**src/rtl/ufe_pkg.sv**
```systemverilog
// Shared types and helper functions for the configurable serial framer.
// Assumes 16 oversampling ticks per bit; all helpers are pure combinational.
package ufe_pkg;

    localparam int BIT_TICKS  = 16;
    localparam int HALF_TICKS = BIT_TICKS / 2;

    typedef enum logic [2:0] {
        PAR_NONE  = 3'd0,
        PAR_ODD   = 3'd1,
        PAR_EVEN  = 3'd2,
        PAR_MARK  = 3'd3,
        PAR_SPACE = 3'd4
    } par_mode_e;

    typedef enum logic [2:0] {
        ST_IDLE,
        ST_START,
        ST_DATA,
        ST_PAR,
        ST_STOP,
        ST_HOLD
    } fsm_e;

    // Data bit count for a length code (0..3 -> 5..8).
    function automatic logic [3:0] nbits_of(input logic [1:0] code);
        return {2'b00, code} + 4'd5;
    endfunction

    // Mask that keeps only the bits used by a length code.
    function automatic logic [7:0] mask_of(input logic [1:0] code);
        return 8'hFF >> (2'd3 - code);
    endfunction

    // Map reserved parity codes onto "none".
    function automatic par_mode_e norm_par(input logic [2:0] code);
        return (code > 3'd4) ? PAR_NONE : par_mode_e'(code);
    endfunction

    // Parity bit expected for masked data under a mode.
    function automatic logic par_of(input par_mode_e m, input logic [7:0] d);
        case (m)
            PAR_ODD:  return ~(^d);
            PAR_EVEN: return ^d;
            PAR_MARK: return 1'b1;
            default:  return 1'b0;
        endcase
    endfunction

    // Stop duration in ticks for a stop code.
    function automatic logic [5:0] stop_ticks(input logic [1:0] code);
        case (code)
            2'd0:    return 6'd16;
            2'd1:    return 6'd24;
            default: return 6'd32;
        endcase
    endfunction

endpackage

```
**src/rtl/ufe_tick_gen.sv**
```systemverilog
// Oversampling tick generator: one-cycle tick every `div` clocks.
// Assumes div >= 1; the counter runs freely and is shared by both directions.
module ufe_tick_gen #(
    parameter int DIV_W = 16
) (
    input  logic             clk,
    input  logic             rst_n,
    input  logic [DIV_W-1:0] div,
    output logic             tick
);
    localparam logic [DIV_W-1:0] ONE = DIV_W'(1);

    logic [DIV_W-1:0] cnt;

    assign tick = (cnt >= div - ONE);

    // Count clock cycles and wrap on every tick.
    always_ff @(posedge clk) begin
        if (!rst_n)    cnt <= '0;
        else if (tick) cnt <= '0;
        else           cnt <= cnt + ONE;
    end
endmodule

```
**src/rtl/ufe_tx.sv**
```systemverilog
// Frame serializer: start, 5-8 data bits LSB first, optional parity, stop.
// Assumes configuration is stable while a byte is accepted; it is latched then.
module ufe_tx
    import ufe_pkg::*;
(
    input  logic      clk,
    input  logic      rst_n,
    input  logic      tick,
    input  logic [1:0] cfg_dlen,
    input  par_mode_e cfg_par,
    input  logic [1:0] cfg_stop,
    input  logic [7:0] data,
    input  logic      valid,
    output logic      ready,
    output logic      line
);
    fsm_e       st;
    logic [5:0] tcnt;
    logic [2:0] bidx;
    logic [7:0] sh;
    logic       pbit;
    logic [3:0] nbits_q;
    par_mode_e  par_q;
    logic [5:0] stop_lim_q;
    logic       line_next;
    logic [5:0] bit_lim;
    logic       bit_end;

    assign ready   = (st == ST_IDLE);
    assign bit_lim = (st == ST_STOP) ? stop_lim_q : 6'(BIT_TICKS);
    assign bit_end = tick && (tcnt == bit_lim - 6'd1);

    // Sequence the frame one bit time after another.
    always_ff @(posedge clk) begin
        if (!rst_n) begin
            st         <= ST_IDLE;
            tcnt       <= '0;
            bidx       <= '0;
            sh         <= '0;
            pbit       <= 1'b0;
            nbits_q    <= 4'd5;
            par_q      <= PAR_NONE;
            stop_lim_q <= 6'd16;
        end else if (st == ST_IDLE) begin
            if (valid) begin
                sh         <= data & mask_of(cfg_dlen);
                pbit       <= par_of(cfg_par, data & mask_of(cfg_dlen));
                nbits_q    <= nbits_of(cfg_dlen);
                par_q      <= cfg_par;
                stop_lim_q <= stop_ticks(cfg_stop);
                tcnt       <= '0;
                bidx       <= '0;
                st         <= ST_START;
            end
        end else if (tick) begin
            if (bit_end) begin
                tcnt <= '0;
                case (st)
                    ST_START: st <= ST_DATA;
                    ST_DATA: begin
                        sh <= sh >> 1;
                        if ({1'b0, bidx} == nbits_q - 4'd1) begin
                            bidx <= '0;
                            st   <= (par_q == PAR_NONE) ? ST_STOP : ST_PAR;
                        end else begin
                            bidx <= bidx + 3'd1;
                        end
                    end
                    ST_PAR:  st <= ST_STOP;
                    default: st <= ST_IDLE;
                endcase
            end else begin
                tcnt <= tcnt + 6'd1;
            end
        end
    end

    // Select the line level for the current bit.
    always_comb begin
        case (st)
            ST_START: line_next = 1'b0;
            ST_DATA:  line_next = sh[0];
            ST_PAR:   line_next = pbit;
            default:  line_next = 1'b1;
        endcase
    end

    // Register the line so the pin never glitches.
    always_ff @(posedge clk) begin
        if (!rst_n) line <= 1'b1;
        else        line <= line_next;
    end
endmodule

```
**src/rtl/ufe_rx.sv**
```systemverilog
// Frame deserializer: synchronizes the line, revalidates the start bit at
// half a bit, samples mid-bit and flags parity, framing and break.
// Assumes configuration is stable from start edge to the stop sample.
module ufe_rx
    import ufe_pkg::*;
(
    input  logic       clk,
    input  logic       rst_n,
    input  logic       tick,
    input  logic [1:0] cfg_dlen,
    input  par_mode_e  cfg_par,
    input  logic       line,
    output logic [7:0] data,
    output logic       valid,
    output logic       perr,
    output logic       ferr,
    output logic       brk
);
    localparam logic [3:0] HALF_LAST = 4'(HALF_TICKS - 1);
    localparam logic [3:0] BIT_LAST  = 4'(BIT_TICKS - 1);

    logic       s1, s2;
    fsm_e       st;
    logic [3:0] tcnt;
    logic [2:0] bidx;
    logic [7:0] sh;
    logic [3:0] nbits_q;
    par_mode_e  par_q;
    logic       rpar;
    logic [7:0] aligned;
    logic       all_low;

    assign aligned = sh >> (4'd8 - nbits_q);
    assign all_low = (aligned == 8'h00) && ((par_q == PAR_NONE) || !rpar);

    // Two-flop synchronizer for the asynchronous line.
    always_ff @(posedge clk) begin
        if (!rst_n) begin
            s1 <= 1'b1;
            s2 <= 1'b1;
        end else begin
            s1 <= line;
            s2 <= s1;
        end
    end

    // Walk through the frame and report it at the first stop sample.
    always_ff @(posedge clk) begin
        if (!rst_n) begin
            st      <= ST_IDLE;
            tcnt    <= '0;
            bidx    <= '0;
            sh      <= '0;
            nbits_q <= 4'd5;
            par_q   <= PAR_NONE;
            rpar    <= 1'b0;
            data    <= '0;
            valid   <= 1'b0;
            perr    <= 1'b0;
            ferr    <= 1'b0;
            brk     <= 1'b0;
        end else begin
            valid <= 1'b0;
            case (st)
                ST_IDLE: if (!s2) begin
                    st      <= ST_START;
                    tcnt    <= '0;
                    nbits_q <= nbits_of(cfg_dlen);
                    par_q   <= cfg_par;
                end
                ST_START: if (tick) begin
                    if (tcnt == HALF_LAST) begin
                        tcnt <= '0;
                        bidx <= '0;
                        sh   <= '0;
                        st   <= s2 ? ST_IDLE : ST_DATA;
                    end else tcnt <= tcnt + 4'd1;
                end
                ST_DATA: if (tick) begin
                    tcnt <= tcnt + 4'd1;
                    if (tcnt == BIT_LAST) begin
                        sh <= {s2, sh[7:1]};
                        if ({1'b0, bidx} == nbits_q - 4'd1)
                            st <= (par_q == PAR_NONE) ? ST_STOP : ST_PAR;
                        else
                            bidx <= bidx + 3'd1;
                    end
                end
                ST_PAR: if (tick) begin
                    tcnt <= tcnt + 4'd1;
                    if (tcnt == BIT_LAST) begin
                        rpar <= s2;
                        st   <= ST_STOP;
                    end
                end
                ST_STOP: if (tick) begin
                    tcnt <= tcnt + 4'd1;
                    if (tcnt == BIT_LAST) begin
                        valid <= 1'b1;
                        if (!s2 && all_low) begin
                            brk  <= 1'b1;
                            data <= '0;
                            perr <= 1'b0;
                            ferr <= 1'b0;
                        end else begin
                            brk  <= 1'b0;
                            data <= aligned;
                            ferr <= !s2;
                            perr <= (par_q != PAR_NONE) && (rpar != par_of(par_q, aligned));
                        end
                        st <= s2 ? ST_IDLE : ST_HOLD;
                    end
                end
                default: if (s2) st <= ST_IDLE;
            endcase
        end
    end
endmodule

```
**src/rtl/uart_frame_engine.sv**
```systemverilog
// Top of the configurable serial framer: shared tick generator feeding an
// independent transmitter and receiver. Assumes the configuration inputs
// are held while either direction is busy.
module uart_frame_engine
    import ufe_pkg::*;
#(
    parameter int DIV_W = 16
) (
    input  logic             clk,
    input  logic             rst_n,
    input  logic [DIV_W-1:0] cfg_div,
    input  logic [1:0]       cfg_dlen,
    input  logic [2:0]       cfg_par,
    input  logic [1:0]       cfg_stop,
    input  logic [7:0]       tx_data,
    input  logic             tx_valid,
    output logic             tx_ready,
    output logic             tx_line,
    input  logic             rx_line,
    output logic [7:0]       rx_data,
    output logic             rx_valid,
    output logic             rx_perr,
    output logic             rx_ferr,
    output logic             rx_break
);
    logic      tick;
    par_mode_e par_mode;

    assign par_mode = norm_par(cfg_par);

    ufe_tick_gen #(.DIV_W(DIV_W)) tick_i (
        .clk(clk), .rst_n(rst_n), .div(cfg_div), .tick(tick)
    );

    ufe_tx tx_i (
        .clk(clk), .rst_n(rst_n), .tick(tick),
        .cfg_dlen(cfg_dlen), .cfg_par(par_mode), .cfg_stop(cfg_stop),
        .data(tx_data), .valid(tx_valid), .ready(tx_ready), .line(tx_line)
    );

    ufe_rx rx_i (
        .clk(clk), .rst_n(rst_n), .tick(tick),
        .cfg_dlen(cfg_dlen), .cfg_par(par_mode), .line(rx_line),
        .data(rx_data), .valid(rx_valid), .perr(rx_perr),
        .ferr(rx_ferr), .brk(rx_break)
    );
endmodule

```
**config.mk**
```make
export PLATFORM = sky130hd
export DESIGN_NAME = uart_frame_engine
export DESIGN_NICKNAME = d
export VERILOG_FILES = /design/src/rtl/ufe_pkg.sv /design/src/rtl/ufe_tick_gen.sv /design/src/rtl/ufe_tx.sv /design/src/rtl/ufe_rx.sv /design/src/rtl/uart_frame_engine.sv
export SDC_FILE = /design/constraint.sdc
export NUM_CORES = 1
export LEC_CHECK = 0
export BUFFER_PORTS_ARGS = -buffer_cell sky130_fd_sc_hd__buf_2
export CAP_MARGIN = 0
export CELL_PAD_IN_SITES_DETAIL_PLACEMENT = 0
export CELL_PAD_IN_SITES_GLOBAL_PLACEMENT = 1
export CORE_MARGIN = 3
export CORE_UTILIZATION = 36
export CTS_BUF_LIST = sky130_fd_sc_hd__clkbuf_8
export DETAILED_ROUTE_END_ITERATION = 6
export GPL_TIMING_DRIVEN = 0
export PLACE_DENSITY_LB_ADDON = 0.1
export SYNTH_ARGS = -nofsm -noshare
export SYNTH_HDL_FRONTEND = slang
export SYNTH_HIERARCHICAL = 1
export SYNTH_SLANG_ARGS = --single-unit
```
**constraint.sdc**
```tcl
create_clock -name clk -period 6.43 [get_ports clk]
set_clock_uncertainty 0.1 [all_clocks]
set_input_delay 0.3215 -clock clk [delete_from_list [all_inputs] [get_ports clk]]
set_output_delay 0.3215 -clock clk [all_outputs]
set_load 0.005 [all_outputs]
```
======== Word-level counts from Yosys, hierarchy flattened ========
Cells that the tools add are included.
storage, ports and cells
  register bits ........................... 91
  latch bits .............................. 0
  bits in writable memories ............... 0
  ROM bits ................................ 0
  bits of input ports ..................... 35
  memories ................................ 0
operators by class
  add/subtract/negate cells ............... 12
  multipliers ............................. 0
  divide/modulo/power cells ............... 0
  order comparisons ....................... 2
  eq/ne operators ......................... 35
  shifts and indexed selects .............. 2
  mux-type cells .......................... 69
  bitwise logic cells ..................... 5
  reduce and logical (&&, ||, !) cells .... 36
operator list
  operator                                                               number
  3-bit two-way mux                                                      31
  8-bit two-way mux                                                      10
  6-bit two-way mux                                                      5
  3-bit by 2-bit == test with 1-bit output (second input constant)       8
  16-bit by 1-bit adder with 16-bit output (second input constant)       1
  16-bit >= comparator                                                   1
  4-bit two-way mux                                                      4
  8-bit one-hot mux with 2 select lines                                  1
  8-bit parity                                                           2
  16-bit by 1-bit subtractor with 16-bit output (second input constant)  1
  3-bit one-hot mux with 5 select lines                                  1
  2-bit != test (second input constant)                                  7
  3-bit by 1-bit == test with 1-bit output (second input constant)       4
  3-bit zero test                                                        4
  2-bit by 1-bit != test with 1-bit output (second input constant)       6
  4-bit one-hot mux with 3 select lines                                  1
  6-bit one-hot mux with 2 select lines                                  1
  4-bit AND reduction                                                    3
  11-bit AND reduction                                                   1
  1-bit two-way mux                                                      9
  1-bit one-hot mux with 3 select lines                                  3
  3-bit one-hot mux with 3 select lines                                  1
  3-bit AND reduction                                                    3
  8-bit AND                                                              1
  35 further kinds                                                       52

======== Longest topological paths before layout ========
  depth in word-level cells ............... 13
  mapped depth ............................ 18
  gate-level depth less buffers ........... 18

======== By module ========
Netlist, hierarchy kept.
modules (own cells, without submodules)
  module             times used  cells an instance  area an instance (µm²)  sequential area each (µm²)
  ufe_rx             1           256                2,209.6                 800.8
  ufe_tx             1           210                1,796.7                 640.6
  ufe_tick_gen       1           153                1,266.2                 320.3
  uart_frame_engine  1           3                  30.0                    0.0

======== Least setup slack after synthesis ========
Ideal clock, no wire load.
  path kind ............................... input -> register
  start point ............................. in cfg_div[0]
  end point ............................... reg rx_i.perr
  setup time .............................. 0.074 ns
  arrival ................................. 4.234 ns
  required time ........................... 6.256 ns
  path slack .............................. 2.022 ns
  stages on the path ...................... 17
  buffers on the path ..................... 0
  cell sequence ........................... inv_1 -> ha_1 -> or4b_4 -> nor3_4 -> nand2_2 -> nor4_2 -> xnor2_1 -> ha_1 -> nand4_1 -> nor2_1 -> nand2_1 -> o21ai_0 -> and4_4 -> nand3_4 -> or4_1 -> or3_1 -> a31oi_1
between the ends
  longest elaborated chain between the ends .. 3
ends and longest elaborated chain
  what                                           RTL line                 RTL
  start, declared                                uart_frame_engine.sv:11  input logic [DIV_W-1:0] cfg_div,
  16-bit by 1-bit subtractor with 16-bit output  ufe_tick_gen.sv:15       assign tick = (cnt >= div - ONE);
  16-bit >= comparator                           ufe_tick_gen.sv:15
  via tick                                       uart_frame_engine.sv:26  logic tick;
  3-bit AND reduction (no source line)           -
  end signal, assigned                           ufe_rx.sv:109            perr <= (par_q != PAR_NONE) && (rpar != par_of(par_q, aligned));
  end, declared                                  ufe_rx.sv:15             output logic perr,
The timed path passes the listed nets, and every way through them passes these cells.
A chain may end at the register's enable or synchronous reset.

======== Worst setup path after layout ========
  start point ............................. in cfg_div[0]
  end point ............................... reg tx_i.bidx[2]
between the ends
  longest elaborated chain between the ends .. 5
ends and longest elaborated chain
  what                                               RTL line                 RTL
  16-bit by 1-bit subtractor with 16-bit output (*)  ufe_tick_gen.sv:15
  16-bit >= comparator (*)                           ufe_tick_gen.sv:15
  via tick                                           uart_frame_engine.sv:26
  1-bit logical AND                                  ufe_tx.sv:31             assign bit_end = tick && (tcnt == bit_lim - 6'd1);
  2-bit nonzero test (no source line)                -
  4-bit AND reduction (no source line) (*)           -
  end signal, assigned                               ufe_tx.sv:66             bidx <= bidx + 3'd1;
  end, declared                                      ufe_tx.sv:19             logic [2:0] bidx;
The timed path passes the listed nets; every way through them passes the cells marked *.

==> metrics.cfg <==
[clocking]
numCtsBuffers = 9
htreeDepth = 3
cts_resized = 0
cts_buffer_depth = 2
clkTransAtPathRegs_ns = 0.08
cts_root_buffer = clkbuf_8
cts_hold_buf = 0
cts_tree = yes
clkLatencyLatePin_ns = 0.35
cts_setup_buffers = 0
clkSinkCount = 88

[drt]
wl_per_cell_um = 13.9
drt_pass1_iterations = 5
drc = 0
vias = 4491
drt_iter0_drc = 246
vias_per_cell = 5.18
antenna_left = 0
routed_wirelength_um = 12100

[global_routing]
grt_usage = 0.152
met1_usage = 0.204
grt_max_degree = 14
grt_pass1_wl_um = 20300
busiest_layer = met2
use_met3 = 0.0217
use_met2 = 0.249
antenna_found_initial = 0
grt_overflow_total = 0
grt_pass1_vias = 4232

[timing]
fin_crit_sh = 0.685
tns_ns = 0
hold_viol = 0
rsz0062_at_grt = false
min_period_ns = 4.40
tightest_slew_ns = 0.931
maxSlewViolCount = 0
slew_headroom = 0.374
setup_viol = 0
fmax_mhz = 227

[placement]
dpl.cell_count = 851
io_buffer_count = 48
placed_area_um2 = 5780
place_congestion = 0.793
hpwl_um = 9230

[die]
rows = 43
dieArea_um2 = 16200
fp.dieH_um = 127
dieWidth_um = 127
core_area_um2 = 14100
start_util = 0.375
io_pins = 49

[final_layout]
seq_area_um2 = 1760
nets = 750
drive_gt1_frac = 0.151
final_common_cell = dfxtp_1
syn_to_final_growth_pct = 12.4
antennaDiodeCount = 0
final_cell_mix = dfxtp_1 (88), nand2_1 (83), nor2_1 (79)
fillers = 1475
final_cells = 867
finalInstanceArea_um2 = 5960
fin_util = 0.421
multi_input_area_um2 = 3330

[pwr]
total_power_mw = 1.34
clock_power_share = 0.271
p_sw_frac = 0.320
power.switching_uw = 428
pwr-share-comb = 0.266
p_int_uw = 910
p_seq_frac = 0.464
ir_drop_v = 0.0000969
p_leak_nw = 2.41
power_density_nw_per_um2 = 225

[min_path]
hold_start = rx_line
worstHoldPathType = input port to register

[yosys]
synth-seq-area-share = 0.332
synth-edff-count = 0
synth_cell_types = 71
netlist_area_um2 = 5300
async_flop_share = 0
syn_nets = 690
synthCells = 622
syn_area_per_cell_um2 = 8.53
synth_flop_cell = dfxtp_1
yosysWarnings = 6
synth-seq-cells = 88

[job]
cap_violations = 0

[setup_path]
worstSetupStartpoint = cfg_div[0]
cp_slowest_cell = or4b_4
crit_type = input port to register
worst-path-max-fanout = 10
path_cells = buf_2, inv_1, ha_1, or4b_4, nor3_4, nand2_2, nor4_2, xnor2_1, ha_1, nand4_1, nor2_1, nand2_1, o21ai_1, buf_4, nand3_1, nor2_1, nand4_1, o21ai_2, buf_4, o221ai_1
critPathArrivalTime_ns = 4.54
end_kind = register
critPathRequiredTime_ns = 6.56
rr_startpoint = rx_i/nbits_q[0]$_SDFFE_PN1P_
max_stage_delay_ns = 0.51
startpoint_type = input port

[run_status]
status = complete, no violations

-- cell type report --
cell class / instances / share of cell area
multi-input cells: 492 / 0.559
flip-flops and latches: 88 / 0.296
repair buffers: 49 / 0.0416
well taps: 180 / 0.0378
clock buffers: 12 / 0.0277
plain buffers: 26 / 0.0241
inverters: 16 / 0.0105
clock inverters: 4 / 0.00336
-- power by group through the flow --
stage	Clock, mW	Sequential (mW)	Combinational [mW]
global placement	0	0.633	0.353
CTS	0.386	0.621	0.361
detailed placement	0	0.633	0.359
global route	0.404	0.628	0.402
floorplan	0	0.627	0.269
finish	0.362	0.620	0.356
-- Yosys cell counts, drive strengths merged, types with 2 or more instances --
cell type,n,area (um^2)
a21oi,18,109
nor4,5,43.8
nor2,79,297
o22ai,7,43.8
nand4,11,83.8
mux2,4,45.0
o211a,7,70.1
xor2,24,210
a32oi,9,78.8
nand4b,2,17.5
or3,7,48.8
nand3,22,123
o211ai,5,37.5
xnor2,33,289
nand3b,6,45.0
and2b,3,25.0
ha,33,413
mux4,2,45.0
o221ai,2,17.5
nand2b,9,56.3
a31oi,4,25.0
mux2i,21,210
nor3,14,81.3
clkbuf,14,52.6
or4,2,15.0
o2111ai,2,17.5
nor2b,9,56.3
o21ai,23,119
nand2,86,340
and2,4,25.0
nor3b,4,35.0
a21boi,7,52.6
dfxtp,88,1760
buf,12,91.3
a211oi,3,22.5
and4,3,28.8
a22oi,8,60.1
inv,16,62.6
-- worst max-delay path: cells and delay by family --
kind | cells | cell delay [ns]
adders and majority gates | 2 | 0.49
buffers and inverters | 4 | 0.70
xor gates and xnor gates | 1 | 0.11
AOI/OAI and AO/OA | 3 | 1.06
and+or+nand+nor | 10 | 1.83
-- cells by family after synthesis --
family / Yosys count / share of synthesized area
compound gates: 102 / 0.136
buf+inv: 42 / 0.0389
mux: 27 / 0.0566
simple gates: 272 / 0.260
xor+xnor: 58 / 0.0984
fa+ha+maj: 33 / 0.0779
flops: 88 / 0.332
-- flip-flops by register name, summed over array words and instances, names as in the netlist --
signal,count
tick_i/cnt,16
rx_i/data,8
rx_i/sh,8
tx_i/sh,8
tx_i/tcnt,6
rx_i/nbits_q,4
rx_i/tcnt,4
tx_i/nbits_q,4
rx_i/bidx,3
rx_i/par_q,3
rx_i/st,3
tx_i/bidx,3
tx_i/par_q,3
tx_i/st,3
tx_i/stop_lim_q,3
rx_i/brk,1
rx_i/ferr,1
rx_i/perr,1
rx_i/rpar,1
rx_i/s1,1
rx_i/s2,1
rx_i/valid,1
tx_i/line,1
tx_i/pbit,1
-- metal layers --
layer / vias up / wire [um]
met5: - / 0
met4: 0 / 148
met3: 10 / 453
met2: 72 / 5610
met1: 2090 / 5880
li1: 2319 / -
-- stage by stage --
stage	worst slack (ns)	hold slack (ns)
5_1_grt	1.71	0.0427
2_1_floorplan	2.02	0.286
6_report	2.03	0.0746
4_1_cts	1.96	0.0401
3_5_place_dp	1.56	0.300
3_3_place_gp	0.933	0.289
-- worst paths after layout --
kind	to	slack (ns)	depth (start not counted)
setup / recovery	tx_i/bidx[2]$_SDFFE_PN0P_	2.03	20
hold / removal	rx_i/s1$_SDFF_PN1_	0.07	2
setup reg to reg	rx_i/perr$_SDFFE_PN0P_	2.80	14
hold reg to reg	rx_i/s2$_SDFF_PN1_	0.31	1
(Power assumes the default switching activity.)
